===== config.mk =====
export PLATFORM = sky130hd
export DESIGN_NAME = kbd_edge_irq
export DESIGN_NICKNAME = d
export VERILOG_FILES = /design/src/rtl/kbd_edge_pkg.sv /design/src/rtl/kbd_clk_fall.sv /design/src/rtl/kbd_bit_counter.sv /design/src/rtl/kbd_edge_flag.sv /design/src/rtl/kbd_edge_irq.sv
export SDC_FILE = /design/constraint.sdc
export NUM_CORES = 1
export LEC_CHECK = 0
export BUFFER_PORTS_ARGS = -buffer_cell sky130_fd_sc_hd__buf_4
export CORE_MARGIN = 1.5
export CORE_UTILIZATION = 45
export CTS_CLUSTER_DIAMETER = 80
export CTS_CLUSTER_SIZE = 14
export DETAILED_ROUTE_END_ITERATION = 6
export PLACE_DENSITY_LB_ADDON = 0.08
export REMOVE_ABC_BUFFERS = 1
export SETUP_SLACK_MARGIN = 0.05
export SYNTH_ARGS = -nofsm -noshare
export SYNTH_HDL_FRONTEND = slang
export SYNTH_SLANG_ARGS = --single-unit

===== constraint.sdc =====
create_clock -name clk -period 2.18 [get_ports clk]
set_input_delay 0.545 -clock clk [delete_from_list [all_inputs] [get_ports clk]]
set_output_delay 0.545 -clock clk [all_outputs]
set_load 0.02 [all_outputs]

===== src/rtl/kbd_edge_pkg.sv =====
package kbd_edge_pkg;
  typedef enum logic [0:0] {DIR_RX = 1'b0, DIR_TX = 1'b1} dir_e;
  localparam int unsigned NUM_DIR = 2;
endpackage


===== src/rtl/kbd_clk_fall.sv =====
module kbd_clk_fall #(
  parameter int unsigned STAGES = 2
) (
  input  logic clk,
  input  logic rst_n,
  input  logic line_in,
  output logic fall_pulse
);
  // sync chain plus one history stage for the edge compare
  logic [STAGES:0] chain;

  always_ff @(posedge clk or negedge rst_n) begin
    if (!rst_n) chain[0] <= 1'b1;
    else        chain[0] <= line_in;
  end

  for (genvar g = 1; g <= STAGES; g++) begin : g_stage
    always_ff @(posedge clk or negedge rst_n) begin
      if (!rst_n) chain[g] <= 1'b1;
      else        chain[g] <= chain[g-1];
    end
  end

  assign fall_pulse = chain[STAGES] & ~chain[STAGES-1];

  // one fall of the line gives a single-cycle pulse
  assert_single_pulse_R11: assert property (@(posedge clk) disable iff (!rst_n)
    fall_pulse |=> !fall_pulse);
endmodule


===== src/rtl/kbd_bit_counter.sv =====
module kbd_bit_counter #(
  parameter int unsigned W     = 4,
  parameter int unsigned EDGES = 11
) (
  input  logic         clk,
  input  logic         rst_n,
  input  logic         enable,
  input  logic         step,
  output logic [W-1:0] cnt,
  output logic         first_evt,
  output logic         wrap_evt
);
  localparam logic [W-1:0] LAST = W'(EDGES - 1);

  assign first_evt = enable & step & (cnt == '0);
  assign wrap_evt  = enable & step & (cnt == LAST);

  always_ff @(posedge clk or negedge rst_n) begin
    if (!rst_n)        cnt <= '0;
    else if (!enable)  cnt <= '0;
    else if (wrap_evt) cnt <= '0;
    else if (step)     cnt <= cnt + 1'b1;
  end

  assert_step_R4: assert property (@(posedge clk) disable iff (!rst_n)
    (enable && step && cnt != LAST) |=> cnt == $past(cnt) + 1'b1);
  assert_wrap_R7: assert property (@(posedge clk) disable iff (!rst_n)
    (enable && step && cnt == LAST) |=> cnt == '0);
  assert_disabled_R8: assert property (@(posedge clk) disable iff (!rst_n)
    !enable |=> cnt == '0);
endmodule


===== src/rtl/kbd_edge_flag.sv =====
module kbd_edge_flag (
  input  logic clk,
  input  logic rst_n,
  input  logic set_evt,
  input  logic clr,
  output logic flag,
  output logic wake_req
);
  always_ff @(posedge clk or negedge rst_n) begin
    if (!rst_n) begin
      flag     <= 1'b0;
      wake_req <= 1'b0;
    end else begin
      flag     <= set_evt | (flag & ~clr);
      wake_req <= set_evt;
    end
  end

  assert_flag_hold_R6: assert property (@(posedge clk) disable iff (!rst_n)
    (flag && !clr) |=> flag);
  assert_wake_pulse_R9: assert property (@(posedge clk) disable iff (!rst_n)
    wake_req |-> flag);
endmodule


===== src/rtl/kbd_edge_irq.sv =====
module kbd_edge_irq
  import kbd_edge_pkg::*;
#(
  parameter int unsigned CNT_W       = 4,
  parameter int unsigned FRAME_EDGES = 11,
  parameter int unsigned SYNC_STAGES = 2
) (
  input  logic             clk,
  input  logic             rst_n,
  input  logic             kclk_in,
  input  logic             io_en,
  input  logic             rx_en,
  input  logic             tx_go,
  input  logic             irq_en,
  input  logic             flag_clr,
  output logic             edge_flag,
  output logic             irq,
  output logic [CNT_W-1:0] rx_cnt,
  output logic [CNT_W-1:0] tx_cnt,
  output logic             tx_active,
  output logic             tx_done,
  output logic             wake_req
);
  logic                 fall;
  logic [NUM_DIR-1:0]   dir_en;
  logic [NUM_DIR-1:0]   first_evt;
  logic [NUM_DIR-1:0]   wrap_evt;
  logic [CNT_W-1:0]     cnt_q [NUM_DIR];

  kbd_clk_fall #(.STAGES(SYNC_STAGES)) u_fall (
    .clk(clk), .rst_n(rst_n), .line_in(kclk_in), .fall_pulse(fall));

  assign dir_en[DIR_RX] = io_en & rx_en;
  assign dir_en[DIR_TX] = io_en & tx_active;

  for (genvar d = 0; d < NUM_DIR; d++) begin : g_dir
    kbd_bit_counter #(.W(CNT_W), .EDGES(FRAME_EDGES)) u_cnt (
      .clk(clk), .rst_n(rst_n), .enable(dir_en[d]), .step(fall),
      .cnt(cnt_q[d]), .first_evt(first_evt[d]), .wrap_evt(wrap_evt[d]));
  end

  assign rx_cnt = cnt_q[DIR_RX];
  assign tx_cnt = cnt_q[DIR_TX];

  kbd_edge_flag u_flag (
    .clk(clk), .rst_n(rst_n), .set_evt(|first_evt), .clr(flag_clr),
    .flag(edge_flag), .wake_req(wake_req));

  assign irq = edge_flag & irq_en;

  // transmit start bit clears itself at frame end; end status stays
  always_ff @(posedge clk or negedge rst_n) begin
    if (!rst_n) begin
      tx_active <= 1'b0;
      tx_done   <= 1'b0;
    end else if (wrap_evt[DIR_TX]) begin
      tx_active <= 1'b0;
      tx_done   <= 1'b1;
    end else if (tx_go) begin
      tx_active <= 1'b1;
      tx_done   <= 1'b0;
    end
  end

  initial assert_frame_fits_R7: assert (FRAME_EDGES <= (1 << CNT_W) && FRAME_EDGES > 1);

  assert_rx_first_R2: assert property (@(posedge clk) disable iff (!rst_n)
    ($past(rx_cnt) == '0 && rx_cnt == CNT_W'(1)) |-> edge_flag);
  assert_tx_first_R3: assert property (@(posedge clk) disable iff (!rst_n)
    ($past(tx_cnt) == '0 && tx_cnt == CNT_W'(1)) |-> edge_flag);
  assert_irq_gate_R5: assert property (@(posedge clk) disable iff (!rst_n)
    irq |-> (edge_flag && irq_en));
  assert_tx_end_R7: assert property (@(posedge clk) disable iff (!rst_n)
    $fell(tx_active) |-> (tx_done && tx_cnt == '0));
  assert_tx_go_R10: assert property (@(posedge clk) disable iff (!rst_n)
    (tx_go && !wrap_evt[DIR_TX]) |=> (tx_active && !tx_done));
endmodule


Word level (Yosys, flattened, before mapping)
Cells that the tools add are included.
- $add $sub $neg: 2
- equal/unequal tests: 4
- mux-type cells: 10
- bitwise operators: 14
- reduce and logical (&&, ||, !) cells: 4
- operators with widths (operator ; number):
    2-to-1 mux 4 bit ; 6
    bitwise AND 1 bit ; 11
    adder 4 x 1 -> 4 bit, second input constant ; 2
    == test 4 bit, second input constant ; 2
    zero test 4 bit ; 2
    != test 3 bit, second input constant ; 2
    2-to-1 mux 1 bit ; 4
    inverter 1 bit ; 2
    nonzero test 2 bit ; 1
    OR reduction 2 bit ; 1
    OR 1 bit ; 1
- register bits: 15
- input port bits: 8
- output and inout port bits: 13
- logic and storage cells: 43

Depth between registers and ports, before layout
- depth in word-level cells: 6
- depth in mapped cells: 5
- depth with buffers taken out: 5

Modules after synthesis
A second synthesis with hierarchy kept.
- cells, all modules: 78
- area, all modules: 790.8 sq um
- by module, submodules not included (module ; instances ; cells an instance ; area an instance (sq um) ; seq. area each (sq um)):
    kbd_bit_counter ; 2 ; 30 ; 271.5 ; 100.1
    kbd_edge_irq ; 1 ; 10 ; 93.8 ; 50.0
    kbd_clk_fall ; 1 ; 4 ; 92.6 ; 78.8
    kbd_edge_flag ; 1 ; 4 ; 61.3 ; 50.0

Least setup slack after synthesis
No wires, ideal clock.
- kind: register to register
- from: register g_dir[1].u_cnt.cnt[0]
- to: register u_flag.flag
- setup time: 0.082 ns
- data arrival time: 1.355 ns
- required time: 2.098 ns
- setup slack: 0.742 ns
- stages on the path, launching flop included: 6
- buffers on the path: 0
- clock period less this slack: 1.438 ns
- cell sequence: dfrtp_1 -> inv_1 -> ha_1 -> or3b_1 -> o22a_1 -> o22ai_1
- word-level cells in the longest chain between the ends: 4
- RTL lines (what ; RTL line ; text):
    start: declaration ; kbd_bit_counter.sv:9 ; output logic [W-1:0] cnt,
    start signal: assignment ; kbd_bit_counter.sv:22 ; else if (step) cnt <= cnt + 1'b1;
    zero test 4 bit ; kbd_bit_counter.sv:15 ; assign first_evt = enable & step & (cnt == '0);
    bitwise AND 1 bit ; kbd_bit_counter.sv:15 ;
    OR reduction 2 bit ; kbd_edge_irq.sv:46 ; .clk(clk), .rst_n(rst_n), .set_evt(|first_evt), .clr(flag_clr),
    OR 1 bit ; kbd_edge_flag.sv:14 ; flag <= set_evt | (flag & ~clr);
    end signal: assignment ; kbd_edge_flag.sv:14 ;
    end: declaration ; kbd_edge_flag.sv:6 ; output logic flag,
No other way between the ends.
A chain may end at the register's enable or synchronous reset.

Final worst setup path
- from: register u_flag.flag
- to: output port irq
- word-level cells in the longest chain between the ends: 1
- RTL lines (what ; RTL line ; text):
    bitwise AND 1 bit ; kbd_edge_irq.sv:49 ; assign irq = edge_flag & irq_en;
    end: declaration ; kbd_edge_irq.sv:17 ; output logic irq,
No other way between the ends.

==> impl_metrics.tcl <==
set metrics [dict create \
    multiInputGateArea_um2 340 \
    grt_pass1_wl_um 2140 \
    wl_per_cell_um 11.8 \
    clk_path_buf_depth 2 \
    vias_per_cell 5.27 \
    hp-class "in2async" \
    cts_sinks 15 \
    max_cap_violations 0 \
    leakage_nw 0.435 \
    placed_cells 109 \
    syn_inst 74 \
    skew_ns 0.00457 \
    die_y_um 43.9 \
    grt_pass1_vias 493 \
    cp-end-kind "output port" \
    synth_seq_area_share 0.503 \
    antenna_found_initial 0 \
    crit_arrival_ns 0.97 \
    status "finished, final reports clean" \
    peakVddDrop_mv 0.399 \
    r2r_end "g_dir[1].u_cnt.cnt[3]$_DFFE_PN0P_" \
    cts_setup_buffers 0 \
    critical_path_class "reg2out" \
    cts_buffers 3 \
    core_um2 1540 \
    path_max_fanout 3 \
    layout.cells.non_filler 113 \
    relSlewSlack 0.839 \
    yosysUniqueCellTypes 23 \
    setup_viol 0 \
    clock_latency_ns 0.28 \
    rows 14 \
    grt_use_total 0.153 \
    seq_area_um2 379 \
    dieArea_um2 1930 \
    rsz0062_at_grt "no" \
    num-fill-cells 145 \
    critPathRequiredTime_ns 1.63 \
    synth_warnings 0 \
    ys_ff_latch 15 \
    worst-r2r-cell-count 3 \
    stdcell_area_um2 946 \
    grt_max_degree 16 \
    tightest_slew_ns 0.241 \
    io_buffers 20 \
    drive_above_1_share 0.278 \
    num_antenna_cells 0 \
    start_util 0.489 \
    grt-ovfl-total 0 \
    hold_buffers 0 \
    io_pins 21 \
    setup_tns_ns 0 \
    cts-resized-gates 0 \
    vias 595 \
    drtAntennaViolNets 0 \
    post-route-drc-count 0 \
    cts-root-buf "clkbuf_4" \
    avgSynthCellArea_um2 10.2 \
    drt_first_iter_violations 4 \
    max_freq_ghz 0.659 \
    gp_congestion 0.786 \
    r2r_start "u_fall.chain[2]$_DFF_PN1_" \
    syn2layout_area_growth_pct 25.6 \
    drt_wl_total_um 1330 \
    fin_crit_sh 0.696 \
    worstSetupStartpointType "flip-flop" \
    dpl.hpwl_um 953 \
    rrSetupSlack_ns 0.74 \
    h-tree-depth 1 \
    cts_tree "yes" \
    path_clk_slew_ns 0.09 \
    die_w_um 43.9 \
    min_period_ns 1.52 \
    placed_area_um2 920 \
    finalMaxSlewViolations 0 \
    powerDensity_nw_per_um2 542 \
    syn_area_um2 753 \
    drt_pass1_iterations 4 \
    nets 112 \
    finalHoldViolations 0 \
]
-- layout make-up --
class / count / share of cell area
Tap cell: 16 / 0.0212
Multi-Input combinational cell: 50 / 0.360
Inverter: 8 / 0.0317
Timing Repair Buffer: 20 / 0.159
Clock buffer: 4 / 0.0278
Sequential cell: 15 / 0.401
-- cells in the final DEF (no fill, tap or decap), types with 2 or more instances in the layout --
master | synthesis | layout
o21ai_0 | 3 | 3
dfstp_2 | 3 | 3
nand3_1 | 6 | 6
or4b_1 | 2 | 2
dfrtp_1 | 12 | 12
ha_1 | 6 | 6
or3b_1 | 2 | 2
a21oi_1 | 6 | 6
a31oi_1 | 2 | 2
nand2_1 | 8 | 8
nor2_1 | 3 | 3
clkbuf_4 | 0 | 3
buf_4 | 0 | 20
inv_1 | 8 | 8
nand3b_1 | 2 | 2
nand4b_1 | 2 | 2
-- worst max-delay path, cell delays in order (launching register included) --
cell,delay [ns]
dfrtp_1,0.39
and2_1,0.16
buf_4,0.15
-- worst max-delay path by stage --
stage / from / end / slack (ns) / cells after the start
3_5_place_dp: irq_en / irq / 0.71 / 3
3_3_place_gp: irq_en / irq / 0.72 / 3
6_report: u_flag.flag$_DFF_PN0_ / irq / 0.66 / 2
4_1_cts: u_flag.flag$_DFF_PN0_ / irq / 0.65 / 2
2_1_floorplan: g_dir[1].u_cnt.cnt[0]$_DFFE_PN0P_ / u_flag.flag$_DFF_PN0_ / 0.74 / 5
5_1_grt: u_flag.flag$_DFF_PN0_ / irq / 0.63 / 2
-- flip-flops by register name, indices dropped and copies added, names as in the netlist --
register and count:
tx_done 1, u_flag.flag 1, tx_active 1, g_dir.u_cnt.cnt 8
u_fall.chain 3, u_flag.wake_req 1
-- per-layer routing --
metal / vias to the layer above / global-route usage / share of wire
met5: - / 0 / 0
met4: 0 / 0.0727 / 0.022
met3: 5 / 0.0292 / 0.059
met2: 18 / 0.238 / 0.45
met1: 268 / 0.204 / 0.47
li1: 304 / - / -
-- synthesized netlist by cell type --
cell type | number | area (µm²)
dfrtp_1 | 12 | 300
inv_1 | 8 | 30.0
nand2_1 | 8 | 30.0
a21oi_1 | 6 | 30.0
ha_1 | 6 | 75.1
nand3_1 | 6 | 30.0
dfstp_2 | 3 | 78.8
nor2_1 | 3 | 11.3
o21ai_0 | 3 | 15.0
a31oi_1 | 2 | 12.5
nand3b_1 | 2 | 15.0
nand4b_1 | 2 | 17.5
or3b_1 | 2 | 17.5
or4b_1 | 2 | 20.0
and2_1 | 1 | 6.26
and2b_1 | 1 | 7.51
clkbuf_1 | 1 | 3.75
nand2b_4 | 1 | 13.8
o21ai_1 | 1 | 5.00
o22a_1 | 1 | 8.76
o22ai_1 | 1 | 6.26
o32a_1 | 1 | 10.0
o32ai_1 | 1 | 8.76
-- where the power goes --
| group | switching, mW | internal [mW] |
|---|---|---|
| Sequential | 0.00644 | 0.288 |
| Clock | 0.0861 | 0.0710 |
| Combinational | 0.0333 | 0.0274 |
-- stage by stage --
stage / utilization / hold slack, ns / total power [mW] / setup slack [ns]
6_report: 0.614 / 0.0940 / 0.513 / 0.663
5_1_grt: 0.614 / 0.113 / 0.533 / 0.631
4_1_cts: 0.614 / 0.106 / 0.521 / 0.648
3_5_place_dp: 0.597 / 0.348 / 0.362 / 0.707
3_3_place_gp: 0.597 / 0.349 / 0.362 / 0.717
2_1_floorplan: - / 0.249 / 0.331 / 0.743
-- logic make-up after synthesis --
group	synth area share
DFF	0.503
AOI/OAI and AO/OA	0.128
adders and majority gates	0.0997
and+or+nand+nor	0.224
buffers and inverters	0.0448
Power figures use the tool's default switching activity.
